## src/rtl/vtg_pkg.sv

```systemverilog
package vtg_pkg;
    typedef enum logic [1:0] {
        VOUT_VSYNC  = 2'd0,
        VOUT_PARITY = 2'd1,
        VOUT_FSEQ   = 2'd2,
        VOUT_RSVD   = 2'd3
    } vout_mode_e;

    typedef enum logic [1:0] {
        SEQ_4  = 2'd0,
        SEQ_8  = 2'd1,
        SEQ_12 = 2'd2,
        SEQ_XX = 2'd3
    } seq_sel_e;
endpackage

```

## src/rtl/vtg_edge_delay.sv

```systemverilog
module vtg_edge_delay #(
    parameter int DLY_W = 8
) (
    input  logic             clk,
    input  logic             rst_n,
    input  logic             en,
    input  logic             pol,
    input  logic [DLY_W-1:0] dly,
    input  logic             sig,
    output logic             fire
);
    typedef struct packed {
        logic             prev;
        logic             armed;
        logic [DLY_W-1:0] cnt;
    } ed_t;

    ed_t st_q, st_d;
    logic norm, edge_c;

    always_comb begin
        st_d   = st_q;
        fire   = 1'b0;
        norm   = sig ^ pol;
        edge_c = en & norm & ~st_q.prev;
        st_d.prev = norm;
        if (st_q.armed) begin
            if (st_q.cnt == {{(DLY_W-1){1'b0}}, 1'b1}) begin
                fire       = en;
                st_d.armed = 1'b0;
            end else begin
                st_d.cnt = st_q.cnt - 1'b1;
            end
        end
        if (edge_c) begin
            if (dly == '0) begin
                fire       = 1'b1;
                st_d.armed = 1'b0;
            end else begin
                st_d.armed = 1'b1;
                st_d.cnt   = dly;
            end
        end
        if (!en) st_d.armed = 1'b0;
    end

    always_ff @(posedge clk or negedge rst_n) begin
        if (!rst_n) st_q <= '0;
        else        st_q <= st_d;
    end
endmodule

```

## src/rtl/vtg_raster.sv

```systemverilog
module vtg_raster #(
    parameter int PIX_W  = 11,
    parameter int LINE_W = 10,
    parameter int SEQ_W  = 4
) (
    input  logic              clk,
    input  logic              rst_n,
    input  logic [PIX_W-1:0]  line_len,
    input  logic [LINE_W-1:0] field_len,
    input  logic [SEQ_W-1:0]  seq_n,
    input  logic [PIX_W-1:0]  h_preset,
    input  logic [LINE_W-1:0] v_preset,
    input  logic              load_h,
    input  logic              load_v,
    input  logic              load_fld,
    output logic [PIX_W-1:0]  pix,
    output logic [LINE_W-1:0] line,
    output logic              odd,
    output logic [SEQ_W-1:0]  seq
);
    typedef struct packed {
        logic [PIX_W-1:0]  pix;
        logic [LINE_W-1:0] line;
        logic              odd;
        logic [SEQ_W-1:0]  seq;
    } rs_t;

    rs_t  st_q, st_d;
    logic pix_end, line_end;

    always_comb begin
        st_d     = st_q;
        pix_end  = (st_q.pix == line_len - 1'b1);
        line_end = (st_q.line == field_len - 1'b1);
        if (pix_end) begin
            st_d.pix = '0;
            if (line_end) begin
                st_d.line = '0;
                st_d.odd  = ~st_q.odd;
                st_d.seq  = (st_q.seq == seq_n - 1'b1) ? '0 : st_q.seq + 1'b1;
            end else begin
                st_d.line = st_q.line + 1'b1;
            end
        end else begin
            st_d.pix = st_q.pix + 1'b1;
        end
        if (load_h) st_d.pix = h_preset;
        if (load_v) begin
            st_d.line = v_preset;
            if (load_fld) begin
                st_d.odd = 1'b1;
                st_d.seq = '0;
            end
        end
    end

    always_ff @(posedge clk or negedge rst_n) begin
        if (!rst_n) begin
            st_q      <= '0;
            st_q.odd  <= 1'b1;
        end else begin
            st_q <= st_d;
        end
    end

    assign pix  = st_q.pix;
    assign line = st_q.line;
    assign odd  = st_q.odd;
    assign seq  = st_q.seq;

    AST_PIX_WRAP: assert property (@(posedge clk) disable iff (!rst_n)
        (pix_end && !load_h) |=> (st_q.pix == '0));
    AST_PIX_STEP: assert property (@(posedge clk) disable iff (!rst_n)
        (!pix_end && !load_h) |=> (st_q.pix == $past(st_q.pix) + 1'b1));
    AST_FIELD_WRAP: assert property (@(posedge clk) disable iff (!rst_n)
        (pix_end && line_end && !load_h && !load_v) |=> (st_q.line == '0 && st_q.odd != $past(st_q.odd)));
    AST_VLOAD: assert property (@(posedge clk) disable iff (!rst_n)
        load_v |=> (st_q.line == $past(v_preset)));
    AST_SEQ_RANGE: assert property (@(posedge clk) disable iff (!rst_n)
        (st_q.seq < seq_n));
endmodule

```

## src/rtl/vtg_sync_out.sv

```systemverilog
module vtg_sync_out
    import vtg_pkg::*;
#(
    parameter int PIX_W  = 11,
    parameter int LINE_W = 10,
    parameter int SEQ_W  = 4
) (
    input  vout_mode_e        mode,
    input  logic              vs_short,
    input  logic              v_pol,
    input  logic              h_pol,
    input  logic              hp_mask,
    input  logic [PIX_W-1:0]  line_len,
    input  logic [PIX_W-1:0]  hp_start,
    input  logic [PIX_W-1:0]  hp_stop,
    input  logic [LINE_W-1:0] act_first,
    input  logic [LINE_W-1:0] act_last,
    input  logic [PIX_W-1:0]  pix,
    input  logic [LINE_W-1:0] line,
    input  logic              odd,
    input  logic [SEQ_W-1:0]  seq,
    output logic              v_out,
    output logic              h_out,
    output logic              active
);
    localparam logic [LINE_W-1:0] VS_LINES = LINE_W'(3);

    logic vs_raw, v_raw, h_raw;

    always_comb begin
        active = (line >= act_first) && (line <= act_last);
        if (vs_short)
            vs_raw = (line < VS_LINES - 1'b1) ||
                     ((line == VS_LINES - 1'b1) && (pix < (line_len >> 1)));
        else
            vs_raw = (line < VS_LINES);
        case (mode)
            VOUT_PARITY: v_raw = ~odd;
            VOUT_FSEQ:   v_raw = (seq == '0);
            default:     v_raw = vs_raw;
        endcase
        h_raw  = (pix >= hp_start) && (pix < hp_stop) && !(hp_mask && !active);
        v_out  = v_raw ^ v_pol;
        h_out  = h_raw ^ h_pol;
    end
endmodule

```

## src/rtl/vtg_timing_gen.sv

```systemverilog
module vtg_timing_gen
    import vtg_pkg::*;
#(
    parameter int PIX_W  = 11,
    parameter int LINE_W = 10,
    parameter int DLY_W  = 8,
    parameter int SEQ_W  = 4
) (
    input  logic              clk,
    input  logic              rst_n,
    input  logic              cfg_master,
    input  logic [PIX_W-1:0]  cfg_line_len,
    input  logic [LINE_W-1:0] cfg_field_len,
    input  logic [LINE_W-1:0] cfg_act_first,
    input  logic [LINE_W-1:0] cfg_act_last,
    input  logic              cfg_v_pol,
    input  logic [DLY_W-1:0]  cfg_v_dly,
    input  logic              cfg_h_pol,
    input  logic [DLY_W-1:0]  cfg_h_dly,
    input  logic              cfg_v_sets_h,
    input  logic              cfg_v_sets_fld,
    input  logic [PIX_W-1:0]  cfg_h_preset,
    input  logic [LINE_W-1:0] cfg_v_preset,
    input  logic [1:0]        cfg_v_out_mode,
    input  logic              cfg_vs_short,
    input  logic [1:0]        cfg_seq_sel,
    input  logic [PIX_W-1:0]  cfg_hp_start,
    input  logic [PIX_W-1:0]  cfg_hp_stop,
    input  logic              cfg_hp_vblank_mask,
    input  logic              vref_in,
    input  logic              href_in,
    output logic              vref_out,
    output logic              vref_oe,
    output logic              href_out,
    output logic              href_oe,
    output logic [PIX_W-1:0]  pix_cnt,
    output logic [LINE_W-1:0] line_cnt,
    output logic              field_odd,
    output logic [SEQ_W-1:0]  field_seq,
    output logic              vid_active
);
    logic             v_fire, h_fire, load_h;
    logic [SEQ_W-1:0] seq_n;

    always_comb begin
        case (seq_sel_e'(cfg_seq_sel))
            SEQ_4:   seq_n = SEQ_W'(4);
            SEQ_8:   seq_n = SEQ_W'(8);
            default: seq_n = SEQ_W'(12);
        endcase
        load_h = cfg_v_sets_h ? v_fire : h_fire;
    end

    vtg_edge_delay #(.DLY_W(DLY_W)) u_vrx (
        .clk(clk), .rst_n(rst_n), .en(!cfg_master), .pol(cfg_v_pol),
        .dly(cfg_v_dly), .sig(vref_in), .fire(v_fire)
    );

    vtg_edge_delay #(.DLY_W(DLY_W)) u_hrx (
        .clk(clk), .rst_n(rst_n), .en(!cfg_master && !cfg_v_sets_h), .pol(cfg_h_pol),
        .dly(cfg_h_dly), .sig(href_in), .fire(h_fire)
    );

    vtg_raster #(.PIX_W(PIX_W), .LINE_W(LINE_W), .SEQ_W(SEQ_W)) u_raster (
        .clk(clk), .rst_n(rst_n), .line_len(cfg_line_len), .field_len(cfg_field_len),
        .seq_n(seq_n), .h_preset(cfg_h_preset), .v_preset(cfg_v_preset),
        .load_h(load_h), .load_v(v_fire), .load_fld(cfg_v_sets_fld),
        .pix(pix_cnt), .line(line_cnt), .odd(field_odd), .seq(field_seq)
    );

    vtg_sync_out #(.PIX_W(PIX_W), .LINE_W(LINE_W), .SEQ_W(SEQ_W)) u_out (
        .mode(vout_mode_e'(cfg_v_out_mode)), .vs_short(cfg_vs_short),
        .v_pol(cfg_v_pol), .h_pol(cfg_h_pol), .hp_mask(cfg_hp_vblank_mask),
        .line_len(cfg_line_len), .hp_start(cfg_hp_start), .hp_stop(cfg_hp_stop),
        .act_first(cfg_act_first), .act_last(cfg_act_last),
        .pix(pix_cnt), .line(line_cnt), .odd(field_odd), .seq(field_seq),
        .v_out(vref_out), .h_out(href_out), .active(vid_active)
    );

    assign vref_oe = cfg_master;
    assign href_oe = cfg_master | cfg_v_sets_h;

    AST_MASTER_IGNORES_REF: assert property (@(posedge clk) disable iff (!rst_n)
        cfg_master |-> !(v_fire || h_fire));
endmodule

```

## config.mk

```make
export PLATFORM = sky130hd
export DESIGN_NAME = vtg_timing_gen
export DESIGN_NICKNAME = d
export VERILOG_FILES = /design/src/rtl/vtg_pkg.sv /design/src/rtl/vtg_edge_delay.sv /design/src/rtl/vtg_raster.sv /design/src/rtl/vtg_sync_out.sv /design/src/rtl/vtg_timing_gen.sv
export SDC_FILE = /design/constraint.sdc
export NUM_CORES = 1
export LEC_CHECK = 0
export ABC_CLOCK_PERIOD_IN_PS = 6300
export BUFFER_PORTS_ARGS = -buffer_cell sky130_fd_sc_hd__buf_4
export CAP_MARGIN = 20
export CORE_ASPECT_RATIO = 1.2
export CORE_MARGIN = 2
export CORE_UTILIZATION = 40
export DETAILED_ROUTE_END_ITERATION = 10
export PLACE_DENSITY = 0.67
export SLEW_MARGIN = 10
export SYNTH_ARGS = -nofsm -noshare
export SYNTH_HDL_FRONTEND = slang
export SYNTH_SLANG_ARGS = --single-unit
```

## constraint.sdc

```tcl
create_clock -name clk -period 6.3 [get_ports clk]
set_input_delay 0.315 -clock clk [delete_from_list [all_inputs] [get_ports clk]]
set_output_delay 0.315 -clock clk [all_outputs]
set_load 0.1 [all_outputs]
```

==> run metrics, run 1 <==
run status=completed; detailed-route wire length=between 10000 and 15000 µm; highest routed layer=met4; antenna violations before repair=0; Final setup viols=0; I/O Pins=146; Synthesized Nets=roughly 750; CTS tree=yes; minimum clock period=around 3400 ps; Root Buffer=sky130_fd_sc_hd__clkbuf_16; Yosys warning count=0; average cell area after synthesis=a little over 8 µm²; Port-buffer cells=~150; width of the chip=slightly above 100 µm; Max Cap Viol=0; clock sink count=46; clock skew after layout=5.05 ps; overall routing resource usage=20.3%; crit share post-route=between 50 and 60%; Post-CTS Repair Setup Buffers=0; area fraction of the dominant cell type after synthesis=about a quarter; Clock H-tree levels=2; global-route wire length before repair=around 21000 µm; post-detailed-route via-to-cell ratio=slightly above 5; number of failing hold endpoints at the final stage=0; Post-synth EDFFs=0; number of cells on the worst reg-to-reg path=7; share of synthesized area occupied by flip-flops and latches=roughly a quarter; via total after detailed routing=4532; arrival time worst endpoint=roughly 3100 ps; post-route cell area=6060 µm²; Starting DRT DRC Count=around 130; maximum achievable frequency=297 MHz; critical path peak fanout=9; number of global-route vias before repair=roughly 4500; net total in the final layout=892; post-CTS clock slew at the launch and capture registers of the worst setup and hold paths=about 70 ps; class of the most critical hold timing path=in -> async; Vert. Die Dim=123 µm; power density over cell area=363 nW/µm²; routed wl met3=around 770 µm; num rows=between 40 and 50; max-slew violations=0; maximum number of pins on one net before global-route repair=47; dpl hpwl=between 10000 and 15000 µm; headroom to the max-slew limit=45.4%; synth-to-layout area growth=29.3%; Req. time, crit path=5980 ps; layout cells sized above 1=23.2%; distinct cell type count after synthesis=65; fraction of synthesis flops using an asynchronous set or reset pin=100%; capturing element type of the critical path=primary output; quantity of hold-fixing buffers added after cts=0; post-CTS resize count=0; dpl cells=between 800 and 900; final weighted congestion of routability-driven global placement=~0.87; type of the worst setup path=reg -> out; Power, Total=roughly 2200 µW; setup_tns=0 ps; setup repair after global routing missed its margin=false; final antenna diode count=0; WL/cell=~14 µm; flip-flop cell with the highest count after synthesis=sky130_fd_sc_hd__dfrtp_1; Bufs on Longest Clock Path=2; largest cells by area after synthesis=sky130_fd_sc_hd__dfrtp_1, sky130_fd_sc_hd__ha_1, sky130_fd_sc_hd__inv_1; insertion delay to the later sink of the worst-skew pair=about 280 ps; most frequent standard cell in the layout excluding fill and tap cells=sky130_fd_sc_hd__buf_4; Yosys reg bits=46; Worst Setup Start Kind=flop; total length of routed met2 wires=6280 µm; Initial Utilization=approximately two fifths; most frequent cells in the layout=sky130_fd_sc_hd__buf_4, sky130_fd_sc_hd__inv_1, sky130_fd_sc_hd__ha_1; post-synth design cell area=around 4700 µm²; placed instance area=5900 µm²; antenna-violating nets left=0; post-synthesis instance total=about 570; router iterations before antenna repair=4; Pleak=roughly 0.0030 µW; Die Footprint=12600 µm²; clock buffers created by TritonCTS=5; DRC viols=0; post-route insts no fill=around 870; top cell type by total area after synthesis=sky130_fd_sc_hd__dfrtp_1; largest vdd supply drop=0.000422 V; length of routed wiring on met1=around 5400 µm; global-route congestion overflow total=0; core region area=11500 µm²; slew of the pin with the lowest slew margin=between 800 and 900 ps
## metrics by stage
step	util, %	hold slack [ps]	worst slack, ps
after floorplan	-	19.4	1750
after global placement	51.3	356	3250
after detailed placement	51.3	367	3160
after CTS	52.6	65.4	2850
after global routing	52.6	78.7	2700
final	52.6	32.5	2930
## cells in the mapped netlist, types with 12 or more instances
cell / number
sky130_fd_sc_hd__o21ai_0: 31
sky130_fd_sc_hd__nand2b_1: 12
sky130_fd_sc_hd__a21oi_1: 21
sky130_fd_sc_hd__xnor2_1: 30
sky130_fd_sc_hd__nand3_1: 19
sky130_fd_sc_hd__nor2_1: 35
sky130_fd_sc_hd__inv_1: 74
sky130_fd_sc_hd__ha_1: 63
sky130_fd_sc_hd__xor2_1: 20
sky130_fd_sc_hd__o21ai_1: 12
sky130_fd_sc_hd__nand2_1: 51
sky130_fd_sc_hd__dfrtp_1: 45
## layout make-up
type | instances | area, µm²
Fill cell | 1137 | 5460
Multi-Input combinational cell | 441 | 3190
Sequential cell | 46 | 1150
Timing Repair Buffer | 146 | 1090
Inverter | 74 | 278
Tap cell | 157 | 196
Clock buffer | 5 | 125
Clock inverter | 3 | 21.3
## metal layers
layer	vias to the layer above	global-route usage [%]
li1	2303	-
met1	2100	25.6
met4	0	3.70
met5	-	0
met3	12	3.08
met2	117	36.7
## kinds of logic (layout without fill, tap and decap cells)
kind of cell / count (synthesis) / count (layout) / synth area share [%]
xor gates and xnor gates: 50 / 50 / 9.35
muxes: 7 / 7 / 1.55
and+or+nand+nor: 197 / 197 / 23.4
buffers and inverters: 87 / 228 / 7.29
AOI/OAI and AO/OA: 124 / 124 / 17.0
adders and majority gates: 63 / 63 / 16.8
DFF: 46 / 46 / 24.6
## report_power, final
group          internal [µW]  total [µW]  switching (µW)
clock network            147         260             113
logic                    463        1310             850
registers                397         621             224
total                   1010        2200            1190
## state kept, by name, indices dropped and copies added (netlist names)
register       count
u_raster.seq       4
u_raster.odd       1
u_raster.line     10
u_vrx.st_q        10
u_raster.pix      11
u_hrx.st_q        10
## path summary, 6_finish.rpt
| path | slack (ps) | start | to |
|---|---|---|---|
| setup / recovery | 2930 | u_raster.line[3] | href_out |
| hold / removal | 30 | rst_n | u_vrx.st_q[4] |
| setup reg to reg | 3150 | u_vrx.st_q[2] | u_raster.pix[2] |
| hold reg to reg | 580 | u_raster.odd | u_raster.odd |
| max in group asynchronous | 5860 | rst_n | u_raster.pix[6] |
| min in group clk | 220 | cfg_v_sets_fld | u_raster.seq[1] |
## critical path, stage by stage, from the launching register on
cell and delay, ps:
sky130_fd_sc_hd__dfrtp_1 530, sky130_fd_sc_hd__ha_1 310, sky130_fd_sc_hd__a21o_1 180, sky130_fd_sc_hd__a21o_1 170, sky130_fd_sc_hd__a211o_1 280, sky130_fd_sc_hd__a21oi_1 120, sky130_fd_sc_hd__o221ai_1 170, sky130_fd_sc_hd__a2111oi_0 510
sky130_fd_sc_hd__xor2_1 180, sky130_fd_sc_hd__buf_4 310
(Power assumes the default switching activity.)
==> inputs of run 2 (changes only) <==
--- a/config.mk
+++ b/config.mk
@@ -5,14 +5,14 @@
 export SDC_FILE = /design/constraint.sdc
 export NUM_CORES = 1
 export LEC_CHECK = 0
-export ABC_CLOCK_PERIOD_IN_PS = 6300
+export ABC_CLOCK_PERIOD_IN_PS = 2700
 export BUFFER_PORTS_ARGS = -buffer_cell sky130_fd_sc_hd__buf_4
 export CAP_MARGIN = 20
 export CORE_ASPECT_RATIO = 1.2
 export CORE_MARGIN = 2
 export CORE_UTILIZATION = 40
 export DETAILED_ROUTE_END_ITERATION = 10
-export PLACE_DENSITY = 0.67
+export PLACE_DENSITY = 0.69
 export SLEW_MARGIN = 10
 export SYNTH_ARGS = -nofsm -noshare
 export SYNTH_HDL_FRONTEND = slang
==> constraint.sdc (replaced) <==
create_clock -name clk -period 2.7 [get_ports clk]
set_input_delay 0.135 -clock clk [delete_from_list [all_inputs] [get_ports clk]]
set_output_delay 0.135 -clock clk [all_outputs]
set_load 0.1 [all_outputs]
==> run 2 against run 1 <==
Effect of this change: the flow now finishes with violations (setup timing); setup slack worse by 3000 ps; combinational power rose to 2.8 times the previous value; flip-flop and latch count did not move; design area up 7.3%; critical path depth down 1; worst hold slack is essentially flat; sequential share of layout area shrank 0.79 points; clock power grew to 2.7 times the previous value; total power grew to 2.6 times the previous value; via count up 5.8%; clock skew decreased by 1.4 ps; critical endpoint unchanged.
==> run metrics, run 2 (synthesis results as in run 1) <==
router iterations before antenna repair=4 (unchanged); Pleak=0.00313 µW (+5.6%); Initial Utilization=40.7% (unchanged); slew of the pin with the lowest slew margin=610 ps (-202 ps); headroom to the max-slew limit=59.3% (+14 points); max-slew violations=0 (unchanged); Root Buffer=sky130_fd_sc_hd__clkbuf_16; layout cells sized above 1=30.5% (+7.3 points); Bufs on Longest Clock Path=2 (unchanged); placed instance area=6230 µm² (+5.6%); core region area=11500 µm² (unchanged); final antenna diode count=0 (unchanged); worst slack, placed=16.4 ps (-3140 ps); Vert. Die Dim=123 µm (unchanged); global-route wire length before repair=21700 µm (+5.5%); Req. time, crit path=2570 ps (-3410 ps); minimum clock period=roughly 2800 ps; number of cells on the worst reg-to-reg path=8 (+1); worst setup slack for register-to-register paths=120 ps (-3030 ps); class of the most critical hold timing path=in -> reg; largest vdd supply drop=0.000974 V (+130%); post-CTS clock slew at the launch and capture registers of the worst setup and hold paths=70 ps (about the same); setup repair after global routing missed its margin=true; startpoint of the worst-slack reg-to-reg timing path=u_hrx.st_q[2]; via total after detailed routing=4795 (+5.8%); Final setup viols=1 (+1); Max Cap Viol=0 (unchanged); arrival time worst endpoint=2660 ps (-400 ps); detailed-route wire length=13600 µm (+8.7%); setup_tns=-96.7 ps (-96.7 ps); Clock H-tree levels=2 (unchanged); clock buffers created by TritonCTS=5 (unchanged); part of the total power dissipated in sequential elements=23.3% (-5.0 points); capturing element type of the critical path=primary output; post-detailed-route via-to-cell ratio=5.32 (+2.4%); power density over cell area=872 nW/µm² (+140%); dpl hpwl=11200 µm (+9.9%); antenna violations before repair=0 (unchanged); destination of the critical timing path=href_out; WL/cell=15.1 µm (+5.2%); number of global-route vias before repair=4811 (+5.8%); proportion of power drawn by combinational gates=64.1% (+4.3 points); Die Footprint=12600 µm² (unchanged); Switching Share=51.8% (-2.4 points); most frequent cells in the layout=sky130_fd_sc_hd__buf_4, sky130_fd_sc_hd__inv_1, sky130_fd_sc_hd__ha_1; maximum number of pins on one net before global-route repair=47 (unchanged); type of the worst setup path=reg -> out; number of failing hold endpoints at the final stage=0 (unchanged); most frequent standard cell in the layout excluding fill and tap cells=sky130_fd_sc_hd__buf_4; net total in the final layout=921 (+3.3%); clock sink count=46 (unchanged); maximum achievable frequency=between 300 and 400 MHz; violations in the final reports=setup timing; clock skew after layout=3.62 ps (-1.43 ps); post-route cell area=6500 µm² (+7.3%); width of the chip=103 µm (unchanged); Final WS setup=-96.7 ps (-3030 ps); Switch Pwr=2930 µW (+150%); CTS tree=yes; post-route insts no fill=901 (+3.3%); global-route congestion overflow total=0 (unchanged); DRC viols=0 (unchanged); number of flip-flops in the largest register=11 (unchanged); destination of the worst register-to-register timing path=u_raster.pix[4]; run status=finished with violations; minimum hold slack=32.9 ps (+0.379 ps); dpl cells=888 (+2.9%); overall routing resource usage=21.8% (+1.5 points); I/O Pins=146 (unchanged); Starting DRT DRC Count=153 (+15%); critical path peak fanout=3 (-6); final weighted congestion of routability-driven global placement=0.913 (+5.5%); proportion of power drawn by the clock network=12.6% (+0.7 points); timing startpoint of the critical path=u_raster.pix[4]; Port-buffer cells=145 (unchanged); insertion delay to the later sink of the worst-skew pair=290 ps (about the same); antenna-violating nets left=0 (unchanged); num rows=43 (unchanged); crit share post-route=104%; synth-to-layout area growth=38.7%; Worst Setup Start Kind=flop; internal power of the cells=2730 µW (+170%)
run 2: worst max-delay path, stage by stage (launching register included):
cell and delay, ps:
sky130_fd_sc_hd__dfrtp_4 500, sky130_fd_sc_hd__ha_1 290, sky130_fd_sc_hd__and2_1 160, sky130_fd_sc_hd__o21ai_0 170, sky130_fd_sc_hd__o21ai_0 160, sky130_fd_sc_hd__o221a_2 340
sky130_fd_sc_hd__a2111oi_4 390, sky130_fd_sc_hd__xor2_4 190, sky130_fd_sc_hd__buf_12 190
run 2: per-layer routing:
metal / GRT usage (%) / share of wire [%] / vias to the layer above
li1: - / - / 2366
met1: 23.9 / 39 / 2249
met2: 41.2 / 53 / 150
met3: 3.70 / 5.7 / 30
met4: 7.98 / 2.7 / 0
met5: 0 / 0 / -
run 2: power by group through the flow:
stage               registers [µW]  clock network [µW]  logic (µW)
finish                        1320                 713        3630
global route                  1370                 758        3930
CTS                           1330                 730        3560
detailed placement            1350                   0        3490
global placement              1330                   0        3400
floorplan                     2280                   0        1520
run 2: through the flow:
step	util, %	power, µW
2_1_floorplan	-	3800
3_3_place_gp	54.2	4730
3_5_place_dp	54.2	4840
4_1_cts	56.0	5620
5_1_grt	56.4	6050
6_report	56.4	5670
run 2: repair_timing:
item                                    in CTS  in global routing
hold buffers                                 1                  0
resized for setup                            6                  6
pin swaps                                    6                  4
setup buffers                                1                  3
endpoints found under the setup margin       2                 21
hold endpoints to repair                    45                  0
run 2: layout make-up:
class / instances / area [µm²]
Fill cell: 1121 / 5020
Clock inverter: 3 / 43.8
Inverter: 74 / 278
Timing Repair Buffer: 175 / 1350
Sequential cell: 46 / 1180
Clock buffer: 5 / 125
Multi-Input combinational cell: 441 / 3320
Tap cell: 157 / 196
run 2: worst min-delay path by stage:
stage / startpoint / to / slack [ps] / cells after the start
2_1_floorplan: rst_n / u_hrx.st_q[0] / -160 / 0
3_3_place_gp: rst_n / u_vrx.st_q[2] / 190 / 1
3_5_place_dp: rst_n / u_vrx.st_q[3] / 200 / 1
4_1_cts: cfg_v_sets_fld / u_raster.seq[0] / 30 / 2
5_1_grt: cfg_v_sets_fld / u_raster.seq[1] / 40 / 2
6_report: cfg_v_sets_fld / u_raster.seq[0] / 30 / 2
